**src/rtl/mdio_mgmt_pkg.sv**
```systemverilog
`timescale 1ns/1ps
package mdio_mgmt_pkg;

    typedef enum logic [1:0] {
        CK_OFF  = 2'b00,
        CK_LOW  = 2'b01,
        CK_HIGH = 2'b10
    } clk_state_t;

    typedef enum logic [2:0] {
        ST_IDLE,
        ST_ARM,
        ST_PREAMBLE,
        ST_SHIFT,
        ST_FINISH
    } mgmt_state_t;

    localparam logic [1:0] OP_READ = 2'b10;

endpackage

```
**src/rtl/mdio_ctrl_reg.sv**
```systemverilog
`timescale 1ns/1ps
module mdio_ctrl_reg #(
    parameter int DIV_W = 6,
    parameter int REG_W = 32
) (
    input  logic             clk,
    input  logic             rst_n,
    input  logic             we,
    input  logic [REG_W-1:0] wdata,
    output logic [DIV_W-1:0] speed,
    output logic             skip_pre,
    output logic [REG_W-1:0] rdata
);
    localparam int SPEED_LSB = 1;
    localparam int SKIP_BIT  = SPEED_LSB + DIV_W;

    logic reserved_unused;
    assign reserved_unused = ^{wdata[REG_W-1:SKIP_BIT+1], wdata[0]};

    always_ff @(posedge clk or negedge rst_n) begin
        if (!rst_n) begin
            speed    <= '0;
            skip_pre <= 1'b0;
        end else if (we) begin
            speed    <= wdata[SKIP_BIT-1:SPEED_LSB];
            skip_pre <= wdata[SKIP_BIT];
        end
    end

    always_comb begin
        rdata                          = '0;
        rdata[SKIP_BIT-1:SPEED_LSB]    = speed;
        rdata[SKIP_BIT]                = skip_pre;
    end

    // without a write the read value never moves
    a_r9_hold_without_write: assert property (@(posedge clk) disable iff (!rst_n)
        !we |=> $stable(rdata));

endmodule

```
**src/rtl/mdc_divider.sv**
```systemverilog
`timescale 1ns/1ps
module mdc_divider
    import mdio_mgmt_pkg::*;
#(
    parameter int DIV_W = 6
) (
    input  logic             clk,
    input  logic             rst_n,
    input  logic [DIV_W-1:0] speed,
    output logic             mdc,
    output logic             rise_p,
    output logic             fall_p,
    output logic [DIV_W-1:0] count
);
    clk_state_t       cstate, cstate_n;
    logic [DIV_W-1:0] period, period_n, count_n;
    logic             wrap;

    assign wrap = (count == period - 1'b1);

    always_comb begin
        cstate_n = cstate;
        period_n = period;
        count_n  = count + 1'b1;
        unique case (cstate)
            CK_OFF: begin
                count_n  = '0;
                period_n = speed;
                if (speed != '0) cstate_n = CK_LOW;
            end
            CK_LOW: begin
                if (wrap) begin
                    count_n  = '0;
                    period_n = speed;
                    cstate_n = (speed == '0) ? CK_OFF : CK_HIGH;
                end
            end
            CK_HIGH: begin
                if (wrap) begin
                    count_n  = '0;
                    period_n = speed;
                    cstate_n = (speed == '0) ? CK_OFF : CK_LOW;
                end
            end
            default: begin
                count_n  = '0;
                cstate_n = CK_OFF;
            end
        endcase
    end

    always_ff @(posedge clk or negedge rst_n) begin
        if (!rst_n) begin
            cstate <= CK_OFF;
            period <= '0;
            count  <= '0;
        end else begin
            cstate <= cstate_n;
            period <= period_n;
            count  <= count_n;
        end
    end

    always_comb begin
        mdc    = cstate[1];
        rise_p = (cstate == CK_LOW) && wrap && (speed != '0);
        fall_p = (cstate == CK_HIGH) && wrap;
    end

    // mdc moves only when the phase counter restarts
    a_r1_edge_at_wrap: assert property (@(posedge clk) disable iff (!rst_n)
        !$stable(mdc) |-> (count == '0));

    // a zero divider never lets a low clock go high
    a_r2_zero_stays_low: assert property (@(posedge clk) disable iff (!rst_n)
        ($past(speed) == '0 && !$past(mdc)) |-> !mdc);

endmodule

```
**src/rtl/mdio_frame_fsm.sv**
```systemverilog
`timescale 1ns/1ps
module mdio_frame_fsm
    import mdio_mgmt_pkg::*;
#(
    parameter int FRAME_W = 32,
    parameter int PRE_LEN = 32,
    parameter int DATA_W  = 16
) (
    input  logic               clk,
    input  logic               rst_n,
    input  logic               rise_p,
    input  logic               fall_p,
    input  logic               skip_pre,
    input  logic               frame_we,
    input  logic [FRAME_W-1:0] frame_wdata,
    input  logic               done_clr,
    input  logic               mdio_i,
    output logic [FRAME_W-1:0] frame_q,
    output logic               mdio_o,
    output logic               mdio_oe,
    output logic               xfer_done
);
    localparam int IDX_W = $clog2((PRE_LEN > FRAME_W) ? PRE_LEN : FRAME_W);
    localparam logic [IDX_W-1:0] FRAME_TOP = IDX_W'(FRAME_W - 1);
    localparam logic [IDX_W-1:0] PRE_TOP   = IDX_W'(PRE_LEN - 1);
    localparam logic [IDX_W-1:0] TA_IDX    = IDX_W'(DATA_W + 1);
    localparam logic [IDX_W-1:0] DATA_TOP  = IDX_W'(DATA_W - 1);

    mgmt_state_t      state, state_n;
    logic [IDX_W-1:0] idx, idx_n;
    logic             is_read;

    assign is_read = (frame_q[FRAME_W-3 -: 2] == OP_READ);

    always_comb begin
        state_n = state;
        idx_n   = idx;
        unique case (state)
            ST_IDLE: begin
                if (frame_we) state_n = ST_ARM;
            end
            ST_ARM: begin
                if (fall_p) begin
                    state_n = skip_pre ? ST_SHIFT : ST_PREAMBLE;
                    idx_n   = skip_pre ? FRAME_TOP : PRE_TOP;
                end
            end
            ST_PREAMBLE: begin
                if (fall_p) begin
                    if (idx == '0) begin
                        state_n = ST_SHIFT;
                        idx_n   = FRAME_TOP;
                    end else begin
                        idx_n = idx - 1'b1;
                    end
                end
            end
            ST_SHIFT: begin
                if (fall_p) begin
                    if (idx == '0) state_n = ST_FINISH;
                    else           idx_n   = idx - 1'b1;
                end
            end
            ST_FINISH: state_n = ST_IDLE;
            default:   state_n = ST_IDLE;
        endcase
    end

    always_ff @(posedge clk or negedge rst_n) begin
        if (!rst_n) begin
            state <= ST_IDLE;
            idx   <= '0;
        end else begin
            state <= state_n;
            idx   <= idx_n;
        end
    end

    always_ff @(posedge clk or negedge rst_n) begin
        if (!rst_n) begin
            mdio_o    <= 1'b1;
            mdio_oe   <= 1'b0;
            xfer_done <= 1'b0;
            frame_q   <= '0;
        end else begin
            if (fall_p) begin
                unique case (state_n)
                    ST_PREAMBLE: begin
                        mdio_o  <= 1'b1;
                        mdio_oe <= 1'b1;
                    end
                    ST_SHIFT: begin
                        mdio_o  <= frame_q[idx_n];
                        mdio_oe <= !(is_read && (idx_n <= TA_IDX));
                    end
                    ST_FINISH: begin
                        mdio_o  <= 1'b1;
                        mdio_oe <= 1'b0;
                    end
                    default: ;
                endcase
            end
            if (state == ST_FINISH)  xfer_done <= 1'b1;
            else if (done_clr)       xfer_done <= 1'b0;
            if (frame_we) begin
                frame_q <= frame_wdata;
            end else if (rise_p && state == ST_SHIFT && is_read && idx <= DATA_TOP) begin
                frame_q[idx] <= mdio_i;
            end
        end
    end

    // the line carries only ones during the preamble
    a_r4_preamble_ones: assert property (@(posedge clk) disable iff (!rst_n)
        (state == ST_PREAMBLE && mdio_oe) |-> mdio_o);

    // completion appears with the line released and the machine idle
    a_r7_done_released: assert property (@(posedge clk) disable iff (!rst_n)
        $rose(xfer_done) |-> (!mdio_oe && state == ST_IDLE));

endmodule

```
**src/rtl/mdio_mgmt_master.sv**
```systemverilog
`timescale 1ns/1ps
module mdio_mgmt_master #(
    parameter int DIV_W   = 6,
    parameter int REG_W   = 32,
    parameter int FRAME_W = 32,
    parameter int PRE_LEN = 32,
    parameter int DATA_W  = 16
) (
    input  logic               clk,
    input  logic               rst_n,
    input  logic               ctrl_we,
    input  logic [REG_W-1:0]   ctrl_wdata,
    output logic [REG_W-1:0]   ctrl_rdata,
    input  logic               frame_we,
    input  logic [FRAME_W-1:0] frame_wdata,
    output logic [FRAME_W-1:0] frame_rdata,
    input  logic               done_clr,
    output logic               xfer_done,
    output logic [DIV_W-1:0]   div_count,
    output logic               mdc,
    input  logic               mdio_i,
    output logic               mdio_o,
    output logic               mdio_oe
);
    logic [DIV_W-1:0] speed;
    logic             skip_pre;
    logic             rise_p, fall_p;

    mdio_ctrl_reg #(.DIV_W(DIV_W), .REG_W(REG_W)) u_ctrl (
        .clk      (clk),
        .rst_n    (rst_n),
        .we       (ctrl_we),
        .wdata    (ctrl_wdata),
        .speed    (speed),
        .skip_pre (skip_pre),
        .rdata    (ctrl_rdata)
    );

    mdc_divider #(.DIV_W(DIV_W)) u_div (
        .clk    (clk),
        .rst_n  (rst_n),
        .speed  (speed),
        .mdc    (mdc),
        .rise_p (rise_p),
        .fall_p (fall_p),
        .count  (div_count)
    );

    mdio_frame_fsm #(.FRAME_W(FRAME_W), .PRE_LEN(PRE_LEN), .DATA_W(DATA_W)) u_fsm (
        .clk         (clk),
        .rst_n       (rst_n),
        .rise_p      (rise_p),
        .fall_p      (fall_p),
        .skip_pre    (skip_pre),
        .frame_we    (frame_we),
        .frame_wdata (frame_wdata),
        .done_clr    (done_clr),
        .mdio_i      (mdio_i),
        .frame_q     (frame_rdata),
        .mdio_o      (mdio_o),
        .mdio_oe     (mdio_oe),
        .xfer_done   (xfer_done)
    );

    // a driven data bit changes only together with a falling clock
    a_r5_mdio_on_fall: assert property (@(posedge clk) disable iff (!rst_n)
        (mdio_oe && $past(mdio_oe) && !$stable(mdio_o)) |-> $fell(mdc));

endmodule

```
**config.mk**
```make
export PLATFORM = sky130hd
export DESIGN_NAME = mdio_mgmt_master
export DESIGN_NICKNAME = d
export VERILOG_FILES = /design/src/rtl/mdio_mgmt_pkg.sv /design/src/rtl/mdio_ctrl_reg.sv /design/src/rtl/mdc_divider.sv /design/src/rtl/mdio_frame_fsm.sv /design/src/rtl/mdio_mgmt_master.sv
export SDC_FILE = /design/constraint.sdc
export NUM_CORES = 1
export LEC_CHECK = 0
export ABC_AREA = 1
export CAP_MARGIN = 10
export CORE_MARGIN = 2
export CORE_UTILIZATION = 49
export DETAILED_ROUTE_END_ITERATION = 10
export PLACE_DENSITY = 0.87
export SLEW_MARGIN = 30
export SYNTH_ARGS = -nofsm -noshare
export SYNTH_HDL_FRONTEND = slang
export SYNTH_SLANG_ARGS = --single-unit
```
**constraint.sdc**
```tcl
create_clock -name clk -period 5.7 [get_ports clk]
set_input_delay 1.14 -clock clk [delete_from_list [all_inputs] [get_ports clk]]
set_output_delay 1.14 -clock clk [all_outputs]
set_load 0.005 [all_outputs]
```
==> run metrics <==
CTS root buf=clkbuf_8; Total GRT Usage=between 20% and 30%; drt pass-1 iters=5; Remaining DRCs=0; I/O Pins=approximately 140; clock sink total=64; vias per inst=between 5 and 6; num rows=32; post-route cell area=slightly above 5000 um^2; number of port buffers=93; CP required=about 6 ns; number of flops mapped to enable cells by yosys=0; Placed Area=4920 um^2; Register-to-Register Path Depth=21; # hold bufs at CTS=0; first-pass GRT wire length=16,600 um; global route overflow=0; Final period util=60.6%; postcts setup bufs=0; TNS Setup=0 ns; Final min period=approximately 3.5 ns; Leak=between 2 and 2.5 nW; WHS=0.524 ns; Reg2Reg Setup Slack=~2.2 ns; RSZ-0062 raised after global routing=false; area grow syn2layout=28.7%; Async SR Flop Fraction=100%; Hold Path End=u_fsm.xfer_done$_DFFE_PN0P_; Total Routed Length=10,100 um; Slew HR=46.8%; hold path start=u_fsm.xfer_done$_DFFE_PN0P_; htree depth=3; syn avg cell area=7.65 um^2; Die Ht=94.5 um; routed len/inst=13.9 um; sequential-to-total area share from yosys stat=around 40%; FF-to-FF End=u_fsm.mdio_o$_DFFE_PN1P_; Setup CP Type=reg2reg; Setup crit start kind=flip-flop; Final Max Slew Viols=0; Starting Density=51.1%; Distinct cells, synth=42; HPWL after DPL=between 7000 and 8000 um; Post-Route Skew=~0.011 ns; crit path max fanout=17; achievable clock frequency=289 MHz; power per cell area=344 nW/um^2; via count=3,788; largest net degree at the start of global routing=65; layout cells sized above 1=~6.9%; hold depth=2; Finished Core Util=between 60% and 70%; post-CTS sizing=0; Crit. End Element=flip-flop; Hold/Removal Path Class=reg2reg; final hold violations=0; clock latency on the worst-skew pair=0.34 ns; initial antenna violation count=0; reg2reg start=u_fsm.idx[2]$_DFF_PN0_; remaining antenna violation count=0; Max-Cap Viols=0; crit path DAT=around 3.7 ns; outcome=finished clean; YS warnings=0; peak supply drop=160 uV; setup violators final=0; vias in the first global route=3,532; Reg clk slew, reported paths=0.07 ns; Die Area=8920 um^2; chip width=around 94 um; Initial DRC Count=260; NumNets Final=698; CTS buffer count=9; CTS Buffer Depth=2; Antenna diodes=0; Top FF cell, synth=dfrtp_1; Slew @ Worst Pin=0.798 ns; FF+latch count, synth=64; CTS tree=built; Core ar.=7850 um^2; Post-Synthesis Cells=around 520; Post-Syn Area=4010 um^2; GP Congestion=0.919
[cells by family after synthesis]
family / share of synthesized area [%]
other: 0.0935
adders and majority gates: 3.74
AOI/OAI and AO/OA: 11.5
buffers and inverters: 14.9
and+or+nand+nor: 27.8
muxes: 0.281
DFF: 40.0
xor gates and xnor gates: 1.68
[critical path, stage by stage (launching register included)]
cell     delay [ns]
dfrtp_1        0.45
nor2_1         0.20
inv_1          0.06
nor2_1         0.15
inv_1          0.12
nor2_1         0.35
inv_1          0.19
ha_1           0.31
inv_1          0.06
nand4_1        0.08
nand2_1        0.09
nand3_2        0.33
nand2_4        0.33
nand2_1        0.11
nand3_1        0.09
nand3_1        0.08
nand3_1        0.09
nand2_1        0.06
nand2_1        0.05
nand3_1        0.08
nand2_1        0.06
inv_1          0.03
[cells in the mapped netlist (2+ instances only)]
library cell	n	area share, %
inv_2	4	0.37
clkbuf_1	9	0.84
nand3_1	63	7.9
nand4_1	5	0.78
xor2_1	4	0.87
nand2_2	3	0.47
inv_1	83	7.8
nor2_1	30	2.8
buf_4	27	5.1
xor2_2	2	0.81
nand2_1	121	11
o311ai_1	4	0.87
nand2_4	2	0.56
ha_1	12	3.7
dfrtp_1	63	39
a21oi_1	4	0.50
o311ai_0	5	1.1
o211ai_1	17	3.2
nand3b_1	5	0.94
o21ai_0	38	4.7
inv_4	2	0.31
[placed cells by master, fill, tap and decap left out, types with 2 or more instances in the layout]
| cell type | count |
|---|---|
| nand3b_1 | 5 |
| nand3_1 | 63 |
| nand2_4 | 2 |
| bufinv_16 | 3 |
| nand4_1 | 5 |
| nand2_1 | 121 |
| a21oi_1 | 4 |
| buf_4 | 2 |
| clkdlybuf4s50_1 | 92 |
| o311ai_0 | 5 |
| conb_1 | 25 |
| ha_1 | 12 |
| inv_2 | 4 |
| dfrtp_1 | 63 |
| xor2_1 | 4 |
| clkbuf_8 | 10 |
| o211ai_1 | 17 |
| nor2_1 | 30 |
| xor2_2 | 2 |
| o21ai_0 | 37 |
| nand2_2 | 3 |
| inv_4 | 2 |
| inv_1 | 83 |
| o311ai_1 | 4 |
[power breakdown]
part	total (W)	switching, W	internal, W
registers	0.000604	0.0000763	0.000528
logic	0.000688	0.000420	0.000268
clock network	0.000484	0.000182	0.000303
total	0.00178	0.000678	0.00110
[registers in the layout (all words and copies together) (netlist names), 2 cells and up]
| register | flops |
|---|---|
| u_ctrl.speed | 6 |
| u_div.cstate | 2 |
| u_div.count | 6 |
| u_fsm.state | 3 |
| u_fsm.idx | 5 |
| u_fsm.frame_q | 32 |
| u_div.period | 6 |
[area by class of cell]
cell class | instances | area (um^2)
multi-input cells | 356 | 1900
inverters | 90 | 343
repair buffers | 95 | 941
well taps | 102 | 128
clock inverters | 5 | 104
clock buffers | 11 | 141
fillers | 636 | 2690
flip-flops and latches | 64 | 1600
[how the worst max path moves through the flow]
stage	start	end	slack (ns)	depth (start not counted)
finish	u_fsm.idx[2]$_DFF_PN0_	u_fsm.mdio_o$_DFFE_PN1P_	2.24	21
floorplan	u_fsm.idx[0]$_DFF_PN0_	u_fsm.mdio_o$_DFFE_PN1P_	3.10	21
global placement	frame_we	u_fsm.frame_q[6]$_DFFE_PN0P_	2.30	5
CTS	u_fsm.idx[2]$_DFF_PN0_	u_fsm.mdio_o$_DFFE_PN1P_	2.33	21
global route	u_fsm.idx[2]$_DFF_PN0_	u_fsm.mdio_o$_DFFE_PN1P_	1.91	22
detailed placement	frame_we	u_fsm.frame_q[6]$_DFFE_PN0P_	2.20	5
[layer usage]
| metal | part of all wire (%) | track usage (%) | vias up | routed length, um |
|---|---|---|---|---|
| li1 | - | - | 1826 | - |
| met2 | 50 | 39.5 | 162 | 5080 |
| met3 | 5.8 | 3.27 | 11 | 585 |
| met5 | 0 | 0 | - | 0 |
| met1 | 43 | 31.1 | 1789 | 4300 |
| met4 | 1.1 | 6.16 | 0 | 112 |
[stage by stage]
step,setup slack [ns],total power (W),cells
after global routing,1.91,0.00190,723
after CTS,2.33,0.00177,723
after floorplan,3.10,0.00107,548
after detailed placement,2.20,0.00129,707
after global placement,2.30,0.00125,707
final,2.24,0.00178,723
No activity file was read; power rests on OpenSTA's default activity.
